==> config.mk <==
export PLATFORM = sky130hd
export DESIGN_NAME = extirq_ctrl
export DESIGN_NICKNAME = d
export VERILOG_FILES = /design/src/rtl/extirq_pkg.sv /design/src/rtl/extirq_sync.sv /design/src/rtl/extirq_chan.sv /design/src/rtl/extirq_regs.sv /design/src/rtl/extirq_ctrl.sv
export SDC_FILE = /design/constraint.sdc
export NUM_CORES = 1
export LEC_CHECK = 0
export BUFFER_PORTS_ARGS = -buffer_cell sky130_fd_sc_hd__buf_2
export CAP_MARGIN = 20
export CORE_UTILIZATION = 42
export CTS_CLUSTER_SIZE = 28
export DETAILED_ROUTE_END_ITERATION = 6
export GPL_ROUTABILITY_DRIVEN = 0
export PLACE_DENSITY_LB_ADDON = 0.08
export SYNTH_ARGS = -nofsm -noshare
export SYNTH_HDL_FRONTEND = slang
export SYNTH_SLANG_ARGS = --single-unit
==> constraint.sdc <==
create_clock -name clk -period 1.2 [get_ports clk]
set_input_delay 0.24 -clock clk [delete_from_list [all_inputs] [get_ports clk]]
set_output_delay 0.24 -clock clk [all_outputs]
set_load 0.02 [all_outputs]
==> src/rtl/extirq_pkg.sv <==
`timescale 1ns/1ps
package extirq_pkg;

    localparam int NUM_FIELDS = 6;

    // Field order is fixed: software builds words against it.
    typedef enum logic [2:0] {
        FLD_SENSE  = 3'd0,
        FLD_STATUS = 3'd1,
        FLD_CLEAR  = 3'd2,
        FLD_MASK   = 3'd3,
        FLD_ANY    = 3'd4,
        FLD_LEVEL  = 3'd5
    } field_e;

    typedef struct packed {
        logic level;
        logic sense;
        logic any_edge;
    } trig_cfg_t;

    typedef enum logic [1:0] {
        TRIG_RISE,
        TRIG_FALL,
        TRIG_ANY,
        TRIG_LEVEL
    } trig_kind_e;

    function automatic trig_kind_e decode_trig(trig_cfg_t c);
        if (c.level)
            return TRIG_LEVEL;
        else if (c.any_edge)
            return TRIG_ANY;
        else if (c.sense)
            return TRIG_RISE;
        else
            return TRIG_FALL;
    endfunction

    function automatic int bit_pos(int ch, field_e f, int fw);
        return ch + int'(f) * fw;
    endfunction

endpackage

==> src/rtl/extirq_sync.sv <==
`timescale 1ns/1ps
module extirq_sync #(
    parameter int NUM_CH = 4
) (
    input  logic              clk,
    input  logic              rst,
    input  logic [NUM_CH-1:0] pin_async,
    output logic [NUM_CH-1:0] pin_now,
    output logic [NUM_CH-1:0] pin_prev
);

    logic [NUM_CH-1:0] meta_q;
    logic [NUM_CH-1:0] now_q;
    logic [NUM_CH-1:0] prev_q;

    always_ff @(posedge clk) begin
        if (rst) begin
            meta_q <= '0;
            now_q  <= '0;
            prev_q <= '0;
        end else begin
            meta_q <= pin_async;
            now_q  <= meta_q;
            prev_q <= now_q;
        end
    end

    assign pin_now  = now_q;
    assign pin_prev = prev_q;

endmodule

==> src/rtl/extirq_chan.sv <==
`timescale 1ns/1ps
module extirq_chan
    import extirq_pkg::*;
#(
    parameter bit HOLD_CLEAR = 1'b0
) (
    input  logic      clk,
    input  logic      rst,
    input  logic      pin_now,
    input  logic      pin_prev,
    input  trig_cfg_t cfg,
    input  logic      clr,
    output logic      status
);

    trig_kind_e kind;
    logic       rise;
    logic       fall;
    logic       hit;
    logic       level_on;
    logic       status_q;

    always_comb begin
        kind     = decode_trig(cfg);
        rise     = pin_now & ~pin_prev;
        fall     = ~pin_now & pin_prev;
        level_on = (pin_now == cfg.sense);
        unique case (kind)
            TRIG_RISE:  hit = rise;
            TRIG_FALL:  hit = fall;
            TRIG_ANY:   hit = rise | fall;
            default:    hit = 1'b0;
        endcase
    end

    always_ff @(posedge clk) begin
        if (rst)
            status_q <= 1'b0;
        else if (HOLD_CLEAR && clr)
            status_q <= 1'b0;
        else if (kind == TRIG_LEVEL)
            status_q <= level_on;
        else if (hit)
            status_q <= 1'b1;      // a fresh edge beats a same-cycle clear
        else if (clr)
            status_q <= 1'b0;
    end

    assign status = status_q;

endmodule

==> src/rtl/extirq_regs.sv <==
`timescale 1ns/1ps
module extirq_regs
    import extirq_pkg::*;
#(
    parameter int NUM_CH     = 4,
    parameter int FIELD_W    = 4,
    parameter int DATA_W     = 32,
    parameter int ADDR_W     = 2,
    parameter bit HOLD_CLEAR = 1'b0
) (
    input  logic              clk,
    input  logic              rst,
    input  logic              bus_wr,
    input  logic [ADDR_W-1:0] bus_addr,
    input  logic [DATA_W-1:0] bus_wdata,
    output logic [DATA_W-1:0] bus_rdata,
    input  logic [NUM_CH-1:0] status,
    output logic [NUM_CH-1:0] sense_q,
    output logic [NUM_CH-1:0] any_q,
    output logic [NUM_CH-1:0] level_q,
    output logic [NUM_CH-1:0] mask_q,
    output logic [NUM_CH-1:0] clr_q
);

    localparam int USED_W = NUM_FIELDS * FIELD_W;

    logic              sel;
    logic              wr_hit;
    logic [DATA_W-1:0] word;

    assign sel    = (bus_addr == '0);
    assign wr_hit = bus_wr && sel;

    always_ff @(posedge clk) begin
        if (rst) begin
            sense_q <= '0;
            any_q   <= '0;
            level_q <= '0;
            mask_q  <= '0;
            clr_q   <= '0;
        end else begin
            for (int n = 0; n < NUM_CH; n++) begin
                if (wr_hit) begin
                    sense_q[n] <= bus_wdata[bit_pos(n, FLD_SENSE, FIELD_W)];
                    any_q[n]   <= bus_wdata[bit_pos(n, FLD_ANY, FIELD_W)];
                    level_q[n] <= bus_wdata[bit_pos(n, FLD_LEVEL, FIELD_W)];
                    mask_q[n]  <= bus_wdata[bit_pos(n, FLD_MASK, FIELD_W)];
                    clr_q[n]   <= bus_wdata[bit_pos(n, FLD_CLEAR, FIELD_W)];
                end else if (!HOLD_CLEAR) begin
                    clr_q[n]   <= 1'b0;
                end
            end
        end
    end

    always_comb begin
        word = '0;
        for (int n = 0; n < NUM_CH; n++) begin
            word[bit_pos(n, FLD_SENSE, FIELD_W)]  = sense_q[n];
            word[bit_pos(n, FLD_STATUS, FIELD_W)] = status[n];
            word[bit_pos(n, FLD_CLEAR, FIELD_W)]  = clr_q[n];
            word[bit_pos(n, FLD_MASK, FIELD_W)]   = mask_q[n];
            word[bit_pos(n, FLD_ANY, FIELD_W)]    = any_q[n];
            word[bit_pos(n, FLD_LEVEL, FIELD_W)]  = level_q[n];
        end
        bus_rdata = sel ? word : '0;
    end

endmodule

==> src/rtl/extirq_ctrl.sv <==
`timescale 1ns/1ps
module extirq_ctrl
    import extirq_pkg::*;
#(
    parameter int NUM_CH     = 4,
    parameter int FIELD_W    = 4,
    parameter int DATA_W     = 32,
    parameter int ADDR_W     = 2,
    parameter bit HOLD_CLEAR = 1'b0
) (
    input  logic              clk,
    input  logic              rst,
    input  logic              bus_wr,
    input  logic [ADDR_W-1:0] bus_addr,
    input  logic [DATA_W-1:0] bus_wdata,
    output logic [DATA_W-1:0] bus_rdata,
    input  logic [NUM_CH-1:0] ext_pin,
    output logic [NUM_CH-1:0] irq
);

    logic [NUM_CH-1:0] pin_now;
    logic [NUM_CH-1:0] pin_prev;
    logic [NUM_CH-1:0] stat_q;
    logic [NUM_CH-1:0] sense_q;
    logic [NUM_CH-1:0] any_q;
    logic [NUM_CH-1:0] level_q;
    logic [NUM_CH-1:0] mask_q;
    logic [NUM_CH-1:0] clr_q;
    logic [NUM_CH-1:0] gate;
    logic [NUM_CH-1:0] irq_q;

    extirq_sync #(.NUM_CH(NUM_CH)) u_sync (
        .clk       (clk),
        .rst       (rst),
        .pin_async (ext_pin),
        .pin_now   (pin_now),
        .pin_prev  (pin_prev)
    );

    extirq_regs #(
        .NUM_CH     (NUM_CH),
        .FIELD_W    (FIELD_W),
        .DATA_W     (DATA_W),
        .ADDR_W     (ADDR_W),
        .HOLD_CLEAR (HOLD_CLEAR)
    ) u_regs (
        .clk       (clk),
        .rst       (rst),
        .bus_wr    (bus_wr),
        .bus_addr  (bus_addr),
        .bus_wdata (bus_wdata),
        .bus_rdata (bus_rdata),
        .status    (stat_q),
        .sense_q   (sense_q),
        .any_q     (any_q),
        .level_q   (level_q),
        .mask_q    (mask_q),
        .clr_q     (clr_q)
    );

    for (genvar n = 0; n < NUM_CH; n++) begin : g_chan
        trig_cfg_t cfg;
        assign cfg = '{level: level_q[n], sense: sense_q[n], any_edge: any_q[n]};

        extirq_chan #(.HOLD_CLEAR(HOLD_CLEAR)) u_chan (
            .clk      (clk),
            .rst      (rst),
            .pin_now  (pin_now[n]),
            .pin_prev (pin_prev[n]),
            .cfg      (cfg),
            .clr      (clr_q[n]),
            .status   (stat_q[n])
        );
    end

    if (HOLD_CLEAR) begin : g_hold_gate
        assign gate = mask_q & ~clr_q;
    end else begin : g_pulse_gate
        assign gate = mask_q;
    end

    always_ff @(posedge clk) begin
        if (rst)
            irq_q <= '0;
        else
            irq_q <= stat_q & gate;
    end

    assign irq = irq_q;

endmodule

==> metrics.txt <==
Detailed Route WL 3650 um; area of the multi-input gates between 800 and 900 sq um; Reg2Reg Depth 4; fillers 367; Pwr Density 1060 nW/um^2; capturing point of the worst reg2reg path g_chan[3].u_chan.status$_SDFFE_PP0P_; Worst Skew 0.00330 ns; reg-to-reg startpoint u_sync.pin_prev[3]$_SDFF_PP0_; Hold Path Depth 2; Site Rows 23; slack of the worst reg-to-reg path 0.09 ns; largest area contributor in the netlist dfxtp_1; Tmin final 1.19 ns; Congestion Overflow GR 0; post-route clock period utilization 99.4%; htree depth 2; Hold Crit Start ext_pin[3]; worst setup path class reg -> out; crit path DAT 0.95 ns; Die W 67.1 um; ANT nets after route 0; CTS Buf Count 5; worst-path fanout max 2; initial DRC count between 60 and 70; Clk Latency, worst-skew pair roughly 0.28 ns; storage element area 837 sq um; area of the mapped netlist 1780 sq um; Synth Area per Inst 9.42 sq um; Seq cells post-synth 40; total power 2.64 mW; DR vias between 1000 and 1500; post-route setup TNS 0 ns; Hold Vio Cnt, Final 0; fmax 0.838 GHz; Gate Count Post-Synth 189; Starting Density between 40% and 50%; hold endpoint u_sync.meta_q[3]$_SDFF_PP0_; largest net degree at the start of global routing 41; Hold WC Path Type in -> reg; synth top area cells dfxtp_1, mux2i_1, nor2_1; Cell variety after synth 20; Final Setup Violations 0; diodes inserted 0; Reg clk slew, reported paths approximately 0.070 ns; Post-route DRC 0; area grow syn2layout 39.8%; core area around 4000 sq um; Worst VDD drop 0.705 mV; Leak 1.13 nW; CTS tree built; RSZ-0062 raised after global routing yes; CTS sink count 40; clock root buffer clkbuf_8; DIE AREA between 4000 and 5000 sq um; sequential share of the synthesized area 45.0%; Hold WS 0.161 ns; # port buffers between 50 and 60; Max-cap violations 0; DP Wirelength 2450 um; fraction of layout cells with a size suffix above 1 52.1%; antenna violations before repair 0; GRT Total Usage 17.1%; DR WL/cell 11.7 um; clock buffer depth 2; io pins 77; drt via density roughly 4.6; CP Capture Type output pin; vias in the first global route 1295; status finished, final reports clean; Final nets 309; Detailed Routing Iterations Pass 1 4; first-pass GRT wire length 5700 um; die span in y roughly 67 um; Max Slew Vio Count 0; Worst Path Required 0.96 ns; CTS Hold Bufs 0; post-synth top area share 45.0%; Syn. warnings 0; Critical Path Start Type flip-flop
synthesized netlist by cell type (all sizes together):
library cell and number:
nor3b 5, o22ai 4, xor2 4, nor2b 8, ha 8, a21oi 4
nand2 5, inv 16, nor3 8, nor2 29, and2 16, o31a 4
mux2i 20, dfxtp 40, clkbuf 4, buf 13, conb 1
metrics by stage:
stage | utilization, % | instances | instance area (sq um) | setup WS (ns)
floorplan | - | 196 | 1820 | 0.0256
global placement | 52.6 | 295 | 2120 | -0.0239
detailed placement | 52.6 | 295 | 2120 | -0.0498
CTS | 58.3 | 307 | 2350 | -0.000471
global route | 61.8 | 311 | 2490 | -0.0441
finish | 61.8 | 311 | 2490 | 0.00728
how the worst max path moves through the flow:
stage                                    startpoint                        endpoint  slack, ns  depth (start not counted)
6_report       g_chan[1].u_chan.status$_SDFFE_PP0P_                    bus_rdata[5]      0.007                          3
5_1_grt        g_chan[1].u_chan.status$_SDFFE_PP0P_                    bus_rdata[5]      -0.04                          3
4_1_cts                u_regs.any_q[1]$_SDFFE_PP0P_                   bus_rdata[17]    -0.0005                          3
3_5_place_dp                            bus_addr[1]                   bus_rdata[10]      -0.05                          5
3_3_place_gp                            bus_addr[1]   u_regs.mask_q[1]$_SDFFE_PP0P_      -0.02                          5
2_1_floorplan                           bus_addr[1]  u_regs.level_q[2]$_SDFFE_PP0P_       0.03                          6
area by class of cell:
| class | count | share of cell area [%] |
|---|---|---|
| Tap cell | 50 | 2.51 |
| Clock buffer | 8 | 3.62 |
| Inverter | 16 | 2.41 |
| Sequential cell | 40 | 33.6 |
| Multi-Input combinational cell | 123 | 35.7 |
| Timing Repair Buffer | 74 | 22.1 |
power by group:
| group | internal [mW] | leakage (nW) | total, mW | switching (mW) |
|---|---|---|---|---|
| Clock | 0.469 | 0.0455 | 0.895 | 0.427 |
| Sequential | 1.38 | 0.337 | 1.41 | 0.0306 |
| Combinational | 0.163 | 0.743 | 0.338 | 0.175 |
| Total | 2.01 | 1.13 | 2.64 | 0.632 |
cells in the final DEF (no fill, tap or decap), drive strengths merged:
cell and count:
mux2i 20, o22ai 4, nand2 5, and2 16, buf 74, a21oi 4, dfxtp 40, clkbuf 8
conb 8, nor3b 5, nor2 29, xor2 4, o31a 4, nor3 8, nor2b 8, inv 16
ha 8
flip-flops by register name (all words and copies together) (netlist names):
signal and count:
g_chan.u_chan.status 4, irq 4, u_regs.any_q 4, u_regs.clr_q 4, u_regs.level_q 4, u_regs.mask_q 4, u_regs.sense_q 4, u_sync.meta_q 4
u_sync.pin_now 4, u_sync.pin_prev 4
kinds of logic after synthesis:
logic type	synth area share (%)
simple gates	20.2
flops	45.0
buf+inv	11.2
mux	11.2
compound gates	4.50
fa+ha+maj	5.62
xor+xnor	1.97
other cells	0.211
routing by layer:
layer,GRT usage [%],wire [um],vias to the layer above
li1,-,-,730
met1,19.8,1580,666
met2,29.5,1850,39
met3,5.14,166,8
met4,6.38,48,0
met5,0,0,-
timing repair:
action                     CTS  global route
pin swaps                    9             2
cloned                       1             0
resized for setup           49            44
setup endpoints to repair   23            28
hold endpoints to repair     0             0
setup buffers                3             4
critical path, stage by stage, from the launching register on:
cell     delay (ns)
dfxtp_2        0.33
inv_2          0.04
nor3_2         0.12
buf_4          0.17
(Power assumes the default switching activity.)
